**src/rtl/ptr_agen_pkg.sv**
```systemverilog
package ptr_agen_pkg;
  localparam int REG_IW = 3;
  localparam logic [REG_IW-1:0] STACK_IDX = 3'd6;

  typedef enum logic [1:0] {UPD_NONE, UPD_INC, UPD_PUSH, UPD_POP} upd_e;
  typedef enum logic [1:0] {ST_IDLE, ST_ACC1, ST_ACC2, ST_DONE} st_e;

  function automatic upd_e rule_of(input logic [REG_IW-1:0] idx, input logic wr);
    upd_e r;
    case (idx)
      3'd4, 3'd5, 3'd7: r = UPD_INC;
      3'd6:             r = wr ? UPD_PUSH : UPD_POP;
      default:          r = UPD_NONE;
    endcase
    return r;
  endfunction
endpackage

```
**src/rtl/ptr_rule_dec.sv**
```systemverilog
module ptr_rule_dec
  import ptr_agen_pkg::*;
(
  input  logic [REG_IW-1:0] idx_i,
  input  logic              wr_i,
  input  logic              dir_i,
  input  logic              dbl_i,
  output upd_e              upd_o,
  output logic              two_beat_o,
  output logic              illegal_o
);
  always_comb begin
    illegal_o  = dbl_i & (dir_i | (idx_i == STACK_IDX));
    upd_o      = dir_i ? UPD_NONE : rule_of(idx_i, wr_i);
    two_beat_o = dbl_i & ~illegal_o;
  end
endmodule

```
**src/rtl/ptr_addr_calc.sv**
```systemverilog
module ptr_addr_calc
  import ptr_agen_pkg::*;
#(
  parameter int AW = 16
) (
  input  upd_e          upd_i,
  input  logic          dbl_i,
  input  logic          beat_i,
  input  logic [AW-1:0] ptr_i,
  output logic [AW-1:0] addr_o,
  output logic [AW-1:0] wb_val_o,
  output logic          wb_en_o
);
  always_comb begin
    addr_o   = ptr_i;
    wb_val_o = ptr_i;
    wb_en_o  = 1'b0;
    case (upd_i)
      UPD_INC: begin
        addr_o   = ptr_i + AW'(beat_i);
        wb_val_o = ptr_i + (dbl_i ? AW'(2) : AW'(1));
        wb_en_o  = 1'b1;
      end
      UPD_PUSH: begin
        wb_val_o = ptr_i + AW'(1);
        wb_en_o  = 1'b1;
      end
      UPD_POP: begin
        addr_o   = ptr_i - AW'(1);
        wb_val_o = ptr_i - AW'(1);
        wb_en_o  = 1'b1;
      end
      default: ;
    endcase
  end
endmodule

```
**src/rtl/byte_pack.sv**
```systemverilog
module byte_pack #(
  parameter int DW = 16
) (
  input  logic          clk_i,
  input  logic          rst_ni,
  input  logic          cap_i,
  input  logic          dbl_i,
  input  logic          beat_i,
  input  logic [DW-1:0] din_i,
  output logic [DW-1:0] word_o
);
  localparam int BW    = DW / 2;
  localparam int LANES = 2;

  for (genvar g = 0; g < LANES; g++) begin : g_lane
    logic [BW-1:0] lane_q;
    always_ff @(posedge clk_i or negedge rst_ni) begin
      if (!rst_ni) begin
        lane_q <= '0;
      end else if (cap_i) begin
        if (!dbl_i)                lane_q <= din_i[g*BW +: BW];
        else if (beat_i == 1'(g))  lane_q <= din_i[BW-1:0];
      end
    end
    assign word_o[g*BW +: BW] = lane_q;
  end
endmodule

```
**src/rtl/ptr_agen.sv**
```systemverilog
module ptr_agen
  import ptr_agen_pkg::*;
#(
  parameter int AW = 16,
  parameter int DW = 16
) (
  input  logic          clk_i,
  input  logic          rst_ni,
  input  logic          prefix_i,
  input  logic          req_i,
  input  logic [2:0]    idx_i,
  input  logic          wr_i,
  input  logic          dir_i,
  input  logic [AW-1:0] ptr_i,
  output logic          busy_o,
  output logic          dbl_o,
  output logic          bus_req_o,
  output logic          bus_we_o,
  output logic [AW-1:0] bus_addr_o,
  input  logic          bus_ack_i,
  input  logic [DW-1:0] bus_rdata_i,
  output logic          done_o,
  output logic          illegal_o,
  output logic          wb_en_o,
  output logic [AW-1:0] wb_val_o,
  output logic          rd_vld_o,
  output logic [DW-1:0] rd_word_o
);
  st_e           st_q;
  upd_e          upd_q;
  logic          dbl_q, wr_q, ill_q, beat_q, armed_q;
  logic [AW-1:0] ptr_q;

  upd_e          dec_upd;
  logic          dec_two, dec_ill, accept, beat_ack;
  logic [AW-1:0] calc_addr, calc_wb;
  logic          calc_wb_en;

  assign accept   = req_i & (st_q == ST_IDLE);
  assign beat_ack = bus_req_o & bus_ack_i;

  ptr_rule_dec u_dec (
    .idx_i     (idx_i),
    .wr_i      (wr_i),
    .dir_i     (dir_i),
    .dbl_i     (armed_q),
    .upd_o     (dec_upd),
    .two_beat_o(dec_two),
    .illegal_o (dec_ill)
  );

  ptr_addr_calc #(.AW(AW)) u_calc (
    .upd_i   (upd_q),
    .dbl_i   (dbl_q),
    .beat_i  (beat_q),
    .ptr_i   (ptr_q),
    .addr_o  (calc_addr),
    .wb_val_o(calc_wb),
    .wb_en_o (calc_wb_en)
  );

  byte_pack #(.DW(DW)) u_pack (
    .clk_i (clk_i),
    .rst_ni(rst_ni),
    .cap_i (beat_ack),
    .dbl_i (dbl_q),
    .beat_i(beat_q),
    .din_i (bus_rdata_i),
    .word_o(rd_word_o)
  );

  always_ff @(posedge clk_i or negedge rst_ni) begin
    if (!rst_ni) begin
      armed_q <= 1'b0;
    end else if (prefix_i) begin
      armed_q <= 1'b1;
    end else if (accept) begin
      armed_q <= 1'b0;
    end
  end

  always_ff @(posedge clk_i or negedge rst_ni) begin
    if (!rst_ni) begin
      st_q   <= ST_IDLE;
      upd_q  <= UPD_NONE;
      dbl_q  <= 1'b0;
      wr_q   <= 1'b0;
      ill_q  <= 1'b0;
      beat_q <= 1'b0;
      ptr_q  <= '0;
    end else begin
      case (st_q)
        ST_IDLE: if (accept) begin
          upd_q  <= dec_upd;
          dbl_q  <= dec_two;
          wr_q   <= wr_i;
          ill_q  <= dec_ill;
          ptr_q  <= ptr_i;
          beat_q <= 1'b0;
          st_q   <= dec_ill ? ST_DONE : ST_ACC1;
        end
        ST_ACC1: if (bus_ack_i) begin
          if (dbl_q) begin
            beat_q <= 1'b1;
            st_q   <= ST_ACC2;
          end else begin
            st_q   <= ST_DONE;
          end
        end
        ST_ACC2: if (bus_ack_i) st_q <= ST_DONE;
        default: st_q <= ST_IDLE;
      endcase
    end
  end

  always_comb begin
    busy_o     = (st_q != ST_IDLE);
    dbl_o      = armed_q;
    bus_req_o  = (st_q == ST_ACC1) | (st_q == ST_ACC2);
    bus_we_o   = bus_req_o & wr_q;
    bus_addr_o = calc_addr;
    done_o     = (st_q == ST_DONE);
    illegal_o  = done_o & ill_q;
    wb_en_o    = done_o & ~ill_q & calc_wb_en;
    wb_val_o   = calc_wb;
    rd_vld_o   = done_o & ~ill_q & ~wr_q;
  end
endmodule

```
**config.mk**
```make
export PLATFORM = sky130hd
export DESIGN_NAME = ptr_agen
export DESIGN_NICKNAME = d
export VERILOG_FILES = /design/src/rtl/ptr_agen_pkg.sv /design/src/rtl/ptr_rule_dec.sv /design/src/rtl/ptr_addr_calc.sv /design/src/rtl/byte_pack.sv /design/src/rtl/ptr_agen.sv
export SDC_FILE = /design/constraint.sdc
export NUM_CORES = 1
export LEC_CHECK = 0
export BUFFER_PORTS_ARGS = -buffer_cell sky130_fd_sc_hd__buf_4
export CORE_ASPECT_RATIO = 1.2
export CORE_MARGIN = 3
export CORE_UTILIZATION = 30
export DETAILED_ROUTE_END_ITERATION = 12
export GPL_TIMING_DRIVEN = 0
export HOLD_SLACK_MARGIN = 0.08
export PLACE_DENSITY_LB_ADDON = 0.25
export REMOVE_ABC_BUFFERS = 1
export SLEW_MARGIN = 10
export SYNTH_ARGS = -nofsm -noshare
export SYNTH_HDL_FRONTEND = slang
export SYNTH_SLANG_ARGS = --single-unit
```
**constraint.sdc**
```tcl
create_clock -name clk_i -period 3.3 [get_ports clk_i]
set_input_delay 0.165 -clock clk_i [delete_from_list [all_inputs] [get_ports clk_i]]
set_output_delay 0.165 -clock clk_i [all_outputs]
set_load 0.05 [all_outputs]
```
==> results of run 1 <==
## flip-flops by register name (all words and copies together) (netlist names)
name / flops
st_q: 2
ptr_q: 16
dbl_o: 1
ill_q: 1
u_pack.g_lane.lane_q: 16
beat_q: 1
dbl_q: 1
upd_q: 2
wr_q: 1
## worst max-delay path by stage
stage / slack [ns] / end / cells after the start
final: 0.08 / wb_val_o[13] / 6
after global routing: 0.002 / wb_val_o[13] / 6
after CTS: 0.04 / wb_val_o[13] / 6
after detailed placement: 0.27 / wb_val_o[14] / 7
after global placement: 0.37 / wb_val_o[13] / 6
after floorplan: 0.03 / wb_val_o[2] / 4
## cell usage after synthesis (4+ instances only)
cell,number
nand4_1,10
buf_1,8
nand2b_1,6
o221ai_1,4
xnor2_1,8
a22oi_1,7
a21o_1,7
a21oi_1,20
a31oi_1,5
a221o_1,5
or4_4,4
o311ai_0,5
ha_1,13
o211ai_1,6
nor3_1,9
nand3_1,16
nor2_1,31
dfrtp_1,41
inv_1,16
o31ai_1,4
mux2i_1,12
clkbuf_1,24
nor4_1,8
mux2_2,31
o21ai_0,26
nand2_1,37
## kinds of logic after synthesis
| group | count (synthesis) |
|---|---|
| and+or+nand+nor | 143 |
| adders and majority gates | 14 |
| muxes | 43 |
| xor gates and xnor gates | 10 |
| buffers and inverters | 53 |
| DFF | 41 |
| AOI/OAI and AO/OA | 102 |
## per-layer routing
metal | global-route usage | vias up | part of all wire
li1 | - | 1633 | -
met1 | 0.205 | 1547 | 0.42
met2 | 0.252 | 135 | 0.47
met3 | 0.0426 | 19 | 0.085
met4 | 0.0713 | 0 | 0.024
met5 | 0 | - | 0
## cell usage in the layout, fill, tap and decap left out, types with 12 or more instances in the layout
| master | count |
|---|---|
| dfrtp_1 | 38 |
| a21oi_1 | 20 |
| mux2i_1 | 12 |
| inv_1 | 16 |
| o21ai_0 | 26 |
| nand3_1 | 16 |
| nand2_1 | 37 |
| buf_4 | 97 |
| nor2_1 | 31 |
| mux2_2 | 31 |
## what timing repair did
action | in CTS | in global routing
hold endpoints to repair | 42 | 0
gates resized for setup | 1 | 5
hold buffers | 2 | 0
setup endpoints to repair | 1 | 5
## metrics by stage
step | area (µm²) | setup slack, ns
floorplan | 3250 | 0.0291
global placement | 4140 | 0.368
detailed placement | 4140 | 0.265
CTS | 4340 | 0.0408
global route | 4340 | 0.00192
finish | 4340 | 0.0804
## area by class of cell
class / count / area (µm²) / area share
clock inverter: 2 / 37.5 / 0.00864
multi-input combinational: 312 / 2160 / 0.498
inverter: 17 / 63.8 / 0.0147
sequential: 41 / 1030 / 0.237
timing repair buffer: 99 / 748 / 0.172
clock buffer: 6 / 139 / 0.0320
tap: 129 / 161 / 0.0372
==> out/results.ini, run 1 <==
[outcome]
status = finished clean

[die]
fp.dieArea_um2 = 12600
io-pin-count = 98
fp-row-count = 41
start_util = 0.315
dieHeight_um = 123
dieWidth_um = 103
core_area_um2 = 10800

[drt]
wl_per_cell_um = 16.7
vias_per_cell = 5.50
drt-total-wl_um = 10100
ant_nets = 0
drcViolationCount = 0
dr.pass1.iters = 4
via_count = 3334
drtIter0Drc = 122

[synth]
avgSynthCellArea_um2 = 8.36
synth_edf_count = 0
yosys.area_share.adder = 0.0538
syn_area_um2 = 3400
syn_inst = 406
synth_compound_area_frac = 0.199
seq_area_frac_synth = 0.302
synthArstFlopShare = 1.00
yosysUniqueCellTypes = 55
synth_top_family_by_area = simple AND/OR/NAND/NOR gates
synthTopCellsByArea = dfrtp_1 (30%), mux2_2 (10%), ha_1 (4.8%)
synth-seq-cells = 41
synth_warnings = 0
yosysTopAreaCellShare = 0.302
synth-xor-area-share = 0.0258
synth_flop_cell = dfrtp_1
muxShareOfSynthArea = 0.138
yosys.area.top_type = dfrtp_1
synthSimpleGateAreaFrac = 0.219

[min_path]
min_to = ptr_q[1]
min-delay-start = ptr_i[1]
hold_depth = 2
hp-class = input port to flop

[finish]
drive_above_1_share = 0.308
instances_no_fill = 606
fillers = 1116
diodes = 0
fin_util = 0.403
fin_nets = 532
area_growth_pct = 27.9

[setup_path]
critPathMaxStageDelay_ns = 0.61
path_max_fanout = 18
startpoint = ptr_q[4]
r2r_slack_ns = 1.22
start_kind = flop
r2r_end = ptr_q[12]
ff2ff_path_depth = 4
path_class = flop to output pin
timing.critical_path.buf_inv = 1
path_delay_family = simple AND/OR/NAND/NOR gates
path_cells = or4_4 -> or2_2 -> or4_4 -> mux2i_1 -> a221o_1 -> buf_4
crit_path_end_kind = output pin
cp_common_cell = or4_4
crit_slowest_cell = or4_4
cp.required_ns = 3.13
arrival_ns = 3.05
worstReg2RegStart = st_q[0]

[timing]
holdWs_ns = 0.109
worst_pin_slew_ns = 1.04
hold_viol = 0
finalClockSkew_ns = 0.00498
setup_viol = 0
drv_slew = 0
period_share = 0.976
setup_tns_ns = 0
period_minus_slack_ns = 3.22
slew_headroom = 0.305
rsz0062_at_grt = no
fmax_ghz = 0.311

[run]
drv_cap = 0

[global_routing]
grt_use_total = 0.160
grt_pass1_wl_um = 16100
grt_max_degree = 42
first_global_vias = 3255
antenna_found_initial = 0
overflow = 0

[clock_tree]
htree_num_levels = 2
cts_buffers = 5
cts.sinks = 41
cts_tree = yes
cts.clk_slew.worst_paths_ns = 0.06
cts_max_path_buffers = 2
insertion_delay_ns = 0.29
root_buffer = clkbuf_16
post_cts_buffers = 0

[placed_design]
port_buffers = 97
hpwl_um = 7360
placed_cells = 596
gp_congestion = 0.869

Power of run 1 is left out: the tool's default activity adds up to more than one toggle a clock period on the data nets, which glitch-free logic cannot reach.
==> run 2: changes to the inputs <==
CTS_CLUSTER_SIZE = 28   (was unset)
clock period = 3 ns   (was 3.3 ns; I/O delays follow)
==> run 2 against run 1 <==
Against the previous run: design area rose by 2.4%; largest cell class unchanged; cell count rose by 1.3%; sequential share of layout area fell by 0.37 points; setup slack got worse by 0.023 ns; first-iteration DRC count rose by 16%; critical path depth did not move; clock skew barely moved; hold slack got worse by 0.014 ns; die area did not move; via count rose by 1.9%; non-clock buffer count rose by 8.
==> out/results.ini, run 2 (synthesis gave the netlist of run 1 again) <==
[die]
fp-row-count = 41  ; unchanged
start_util = 0.315  ; unchanged
dieWidth_um = 103  ; unchanged
core_area_um2 = 10800  ; unchanged
fp.dieArea_um2 = 12600  ; unchanged
io-pin-count = 98  ; unchanged
dieHeight_um = 123  ; unchanged

[clock_tree]
cts_buffers = 5  ; unchanged
htree_num_levels = 2  ; unchanged
cts.sinks = 41  ; unchanged
cts_tree = yes
root_buffer = clkbuf_16
insertion_delay_ns = 0.29  ; about the same
cts.clk_slew.worst_paths_ns = 0.06  ; about the same
cts_max_path_buffers = 2  ; unchanged

[global_routing]
first_global_vias = 3275  ; +0.61%
gr-max-usage-layer = met2
grt_use_met2 = 0.258  ; +0.00682
grt_use_total = 0.163  ; +0.00281
overflow = 0  ; unchanged
antenna_found_initial = 0  ; unchanged
grt_pass1_wl_um = 16300  ; +1.3%
grt_max_degree = 42  ; unchanged
met3_usage = 0.0449  ; +0.00227
met1_usage = 0.206  ; +0.00141

[placed_design]
placed_cells = 596  ; unchanged
gp_congestion = 0.869  ; unchanged
port_buffers = 97  ; unchanged
hpwl_um = 7360  ; unchanged
preCtsSetupSlack_ns = -0.0199  ; -0.285 ns

[min_path]
min-delay-start = ptr_i[1]
hp-class = input port to flop

[finish]
layout_common_cells = buf_4 (103), nand2_1 (37), nor2_1 (31), mux2_2 (31), dfrtp_1 (31)
ff_latch_area_um2 = 1040  ; +0.85%
fin_nets = 540  ; +1.5%
area_growth_pct = 31.1
fin_util = 0.413  ; +0.00987
instances_no_fill = 614  ; +1.3%
diodes = 0  ; unchanged
reg.largest.list = ptr_q (16), u_pack.g_lane.lane_q (16)
drive_above_1_share = 0.351  ; +0.0423
layout_commonest_cell = buf_4
fillers = 1100  ; -1.4%
multi_input_area_um2 = 2190  ; +1.4%

[timing]
finalClockSkew_ns = 0.00492  ; -0.0000553 ns
drv_slew = 0  ; unchanged
slew_headroom = 0.303  ; -0.00136
holdWs_ns = 0.0953  ; -0.0140 ns
period_share = 0.981
hold_viol = 0  ; unchanged
setup_slack_ns = 0.0576  ; -0.0229 ns
setup_viol = 0  ; unchanged
period_minus_slack_ns = 2.94
fmax_ghz = 0.340
worst_pin_slew_ns = 1.04  ; +0.00204 ns

[drt]
vias_per_cell = 5.53  ; +0.53%
wl_per_cell_um = 16.8  ; +0.92%
via_count = 3396  ; +1.9%
drcViolationCount = 0  ; unchanged
ant_nets = 0  ; unchanged
dr.pass1.iters = 4  ; unchanged
drt-total-wl_um = 10300  ; +2.3%
drtIter0Drc = 142  ; +16%

[setup_path]
path_cells = or4_4 -> or4_4 -> nor3_4 -> mux2_2 -> a221o_1 -> buf_4
crit_slowest_cell = or4_4
crit_path_end_kind = output pin
startpoint = ptr_q[7]
start_kind = flop
cp.required_ns = 2.85  ; -0.28 ns
path_class = flop to output pin
worstReg2RegStart = st_q[0]
cp_common_cell = or4_4
arrival_ns = 2.79  ; -0.26 ns
path_max_fanout = 6  ; -12
critPathMaxStageDelay_ns = 0.59  ; -0.02 ns

[outcome]
status = finished clean

[run]
drv_cap = 0  ; unchanged

run 2: per-stage QoR:
| step | area (µm²) | setup TNS [ns] |
|---|---|---|
| 5_1_grt | 4450 | -0.00707 |
| 4_1_cts | 4390 | 0 |
| 3_5_place_dp | 4140 | -0.0199 |
| 3_3_place_gp | 4140 | 0 |
| 6_report | 4450 | 0 |
| 2_1_floorplan | 3250 | -0.746 |
run 2: layout make-up:
class | instances | share of cell area
multi-input cells | 312 | 0.493
flip-flops and latches | 41 | 0.233
repair buffers | 107 | 0.183
well taps | 129 | 0.0363
clock buffers | 6 | 0.0312
inverters | 17 | 0.0143
clock inverters | 2 | 0.00843
run 2: repair_timing:
action / CTS / global route
hold buffers: 2 / 0
pin swaps: 0 / 3
gates resized for setup: 16 / 8
setup buffers: 4 / 4
endpoints found under the setup margin: 19 / 6
endpoints found under the hold margin: 42 / 0
run 2: final timing paths:
check	endpoint	slack, ns	cells after the start
worst max register to register	ptr_q[12]	0.92	4
worst min-delay path	ptr_q[1]	0.1	2
worst max-delay path	wb_val_o[15]	0.06	6
max in group asynchronous	ptr_q[2]	2.19	2
min in group asynchronous	u_pack.g_lane[1].lane_q[6]	0.39	2
worst min register to register	ill_q	0.51	2
run 2: critical path: cells and delay by family, from the launching register on:
family	cells	cell delay, ns
and+or+nand+nor	3	1.24
DFF	1	0.42
muxes	1	0.35
AOI/OAI and AO/OA	1	0.30
buffers and inverters	1	0.20
run 2: routing by layer:
metal  up-vias  share of wire
met5         -              0
met1      1607           0.42
met3        15          0.082
li1       1651              -
met4         0          0.019
met2       123           0.48
Power of run 2 is left out for the same reason.
==> run 3: changes to the inputs <==
MAX_ROUTING_LAYER = met4   (was unset)
==> run 3 against run 2 <==
Against the previous run: design area up 0.39%; global-route usage up 0.47 points; register-to-register slack about the same; die area unchanged; routed wire length up 0.55%; hold slack worse by 0.00073 ns; cell count unchanged; fmax up 0.12%; utilization up 0.16 points; largest cell class unchanged.
==> out/results.ini, run 3 (synthesis gave the netlist of run 1 again) <==
[clock_tree]
cts_max_path_buffers = 2  ; unchanged
insertion_delay_ns = 0.29  ; about the same
cts.clk_slew.worst_paths_ns = 0.06  ; about the same
htree_num_levels = 2  ; unchanged
root_buffer = clkbuf_16
cts.sinks = 41  ; unchanged
cts_buffers = 5  ; unchanged
cts_tree = yes

[die]
start_util = 0.315  ; unchanged
io-pin-count = 98  ; unchanged
fp-row-count = 41  ; unchanged
fp.dieArea_um2 = 12600  ; unchanged
dieWidth_um = 103  ; unchanged
core_area_um2 = 10800  ; unchanged
dieHeight_um = 123  ; unchanged

[drt]
wl_met3_um = 739  ; -13%
wl_per_cell_um = 16.9  ; +0.55%
drtIter0Drc = 135  ; -4.9%
drt-total-wl_um = 10400  ; +0.55%
vias_per_cell = 5.55  ; +0.29%
routed.top_layer = met4
via_count = 3406  ; +0.29%
ant_nets = 0  ; unchanged
dr.pass1.iters = 4  ; unchanged
drcViolationCount = 0  ; unchanged
dr_wl_met2_um = 4990  ; +0.65%
wl_met1_um = 4480  ; +3.5%

[setup_path]
crit_path_end_kind = output pin
start_kind = flop
cp.required_ns = 2.85  ; about the same
arrival_ns = 2.79  ; about the same
path_class = flop to output pin
path_max_fanout = 6  ; unchanged

[global_routing]
grt_use_total = 0.168  ; +0.00471
overflow = 0  ; unchanged
grt_max_degree = 42  ; unchanged
antenna_found_initial = 0  ; unchanged
grt_pass1_wl_um = 16300  ; about the same
first_global_vias = 3282  ; +0.21%

[outcome]
status = finished clean

[finish]
area_growth_pct = 31.6
fin_nets = 540  ; unchanged
diodes = 0  ; unchanged
layout_common_cells = buf_4 (103), nand2_1 (37), nor2_1 (31), mux2_2 (31), dfrtp_1 (31)
fin_util = 0.415  ; +0.00163
drive_above_1_share = 0.355  ; +0.00412
reg.largest.list = ptr_q (16), u_pack.g_lane.lane_q (16)
fin_area_um2 = 4470  ; +0.39%
layout_commonest_cell = buf_4

[timing]
period_minus_slack_ns = 2.94  ; -0.00348 ns
drv_slew = 0  ; unchanged
worst_pin_slew_ns = 1.04  ; +0.00204 ns
setup_viol = 0  ; unchanged
fmax_ghz = 0.340  ; +0.12%
period_share = 0.980  ; -0.00116
finalClockSkew_ns = 0.00545  ; +0.000525 ns
hold_viol = 0  ; unchanged
rsz0062_at_grt = no
slew_headroom = 0.302  ; -0.00136

[placed_design]
gp_congestion = 0.883  ; +1.6%
port_buffers = 97  ; unchanged
place_area_um2 = 4140  ; unchanged
hpwl_um = 7360  ; unchanged

[min_path]
hp-class = input port to flop

[run]
drv_cap = 0  ; unchanged

[run 3: worst paths after layout]
check	from	endpoint	slack (ns)	depth (start not counted)
min in group asynchronous	rst_ni	u_pack.g_lane[1].lane_q[6]	0.39	2
hold / removal	ptr_i[1]	ptr_q[1]	0.09	2
setup / recovery	ptr_q[7]	wb_val_o[15]	0.06	6
setup reg to reg	st_q[0]	ptr_q[12]	0.91	4
hold reg to reg	ill_q	ill_q	0.51	2
max in group asynchronous	rst_ni	ptr_q[2]	2.19	2
[run 3: layout make-up]
cell class	instances	area, µm²
Multi-Input combinational cell	312	2210
Fill cell	1099	6300
Inverter	17	63.8
Timing Repair Buffer	107	816
Clock buffer	6	139
Sequential cell	41	1040
Clock inverter	2	37.5
Tap cell	129	161
[run 3: what timing repair did]
item | in CTS | in global routing
setup endpoints to repair | 19 | 6
pin swaps | 0 | 3
resized for setup | 16 | 11
hold buffers | 2 | 0
hold endpoints to repair | 42 | 0
setup buffers | 4 | 4
[run 3: per-layer routing]
| metal | up-vias | track usage |
|---|---|---|
| li1 | 1651 | - |
| met1 | 1627 | 0.213 |
| met2 | 115 | 0.258 |
| met3 | 13 | 0.0358 |
| met4 | 0 | 0.0704 |
| met5 | - | - |
[run 3: critical path, cell delays in order, from the launching register on]
cell	delay (ns)
dfrtp_2	0.42
or4_4	0.59
or4_4	0.48
nor3_4	0.17
mux2_2	0.35
a221o_1	0.30
buf_4	0.20
[run 3: metrics by stage]
step / hold WS (ns) / setup slack (ns) / TNS [ns] / std cells
6_report: 0.0946 / 0.0610 / 0 / 614
5_1_grt: 0.0907 / 0.00323 / 0 / 614
4_1_cts: 0.0863 / 0.00371 / 0 / 610
3_5_place_dp: 0.178 / -0.0199 / -0.0199 / 596
3_3_place_gp: 0.169 / 0.0828 / 0 / 596
2_1_floorplan: -0.146 / -0.256 / -0.746 / 370
Power of run 3 is left out for the same reason.
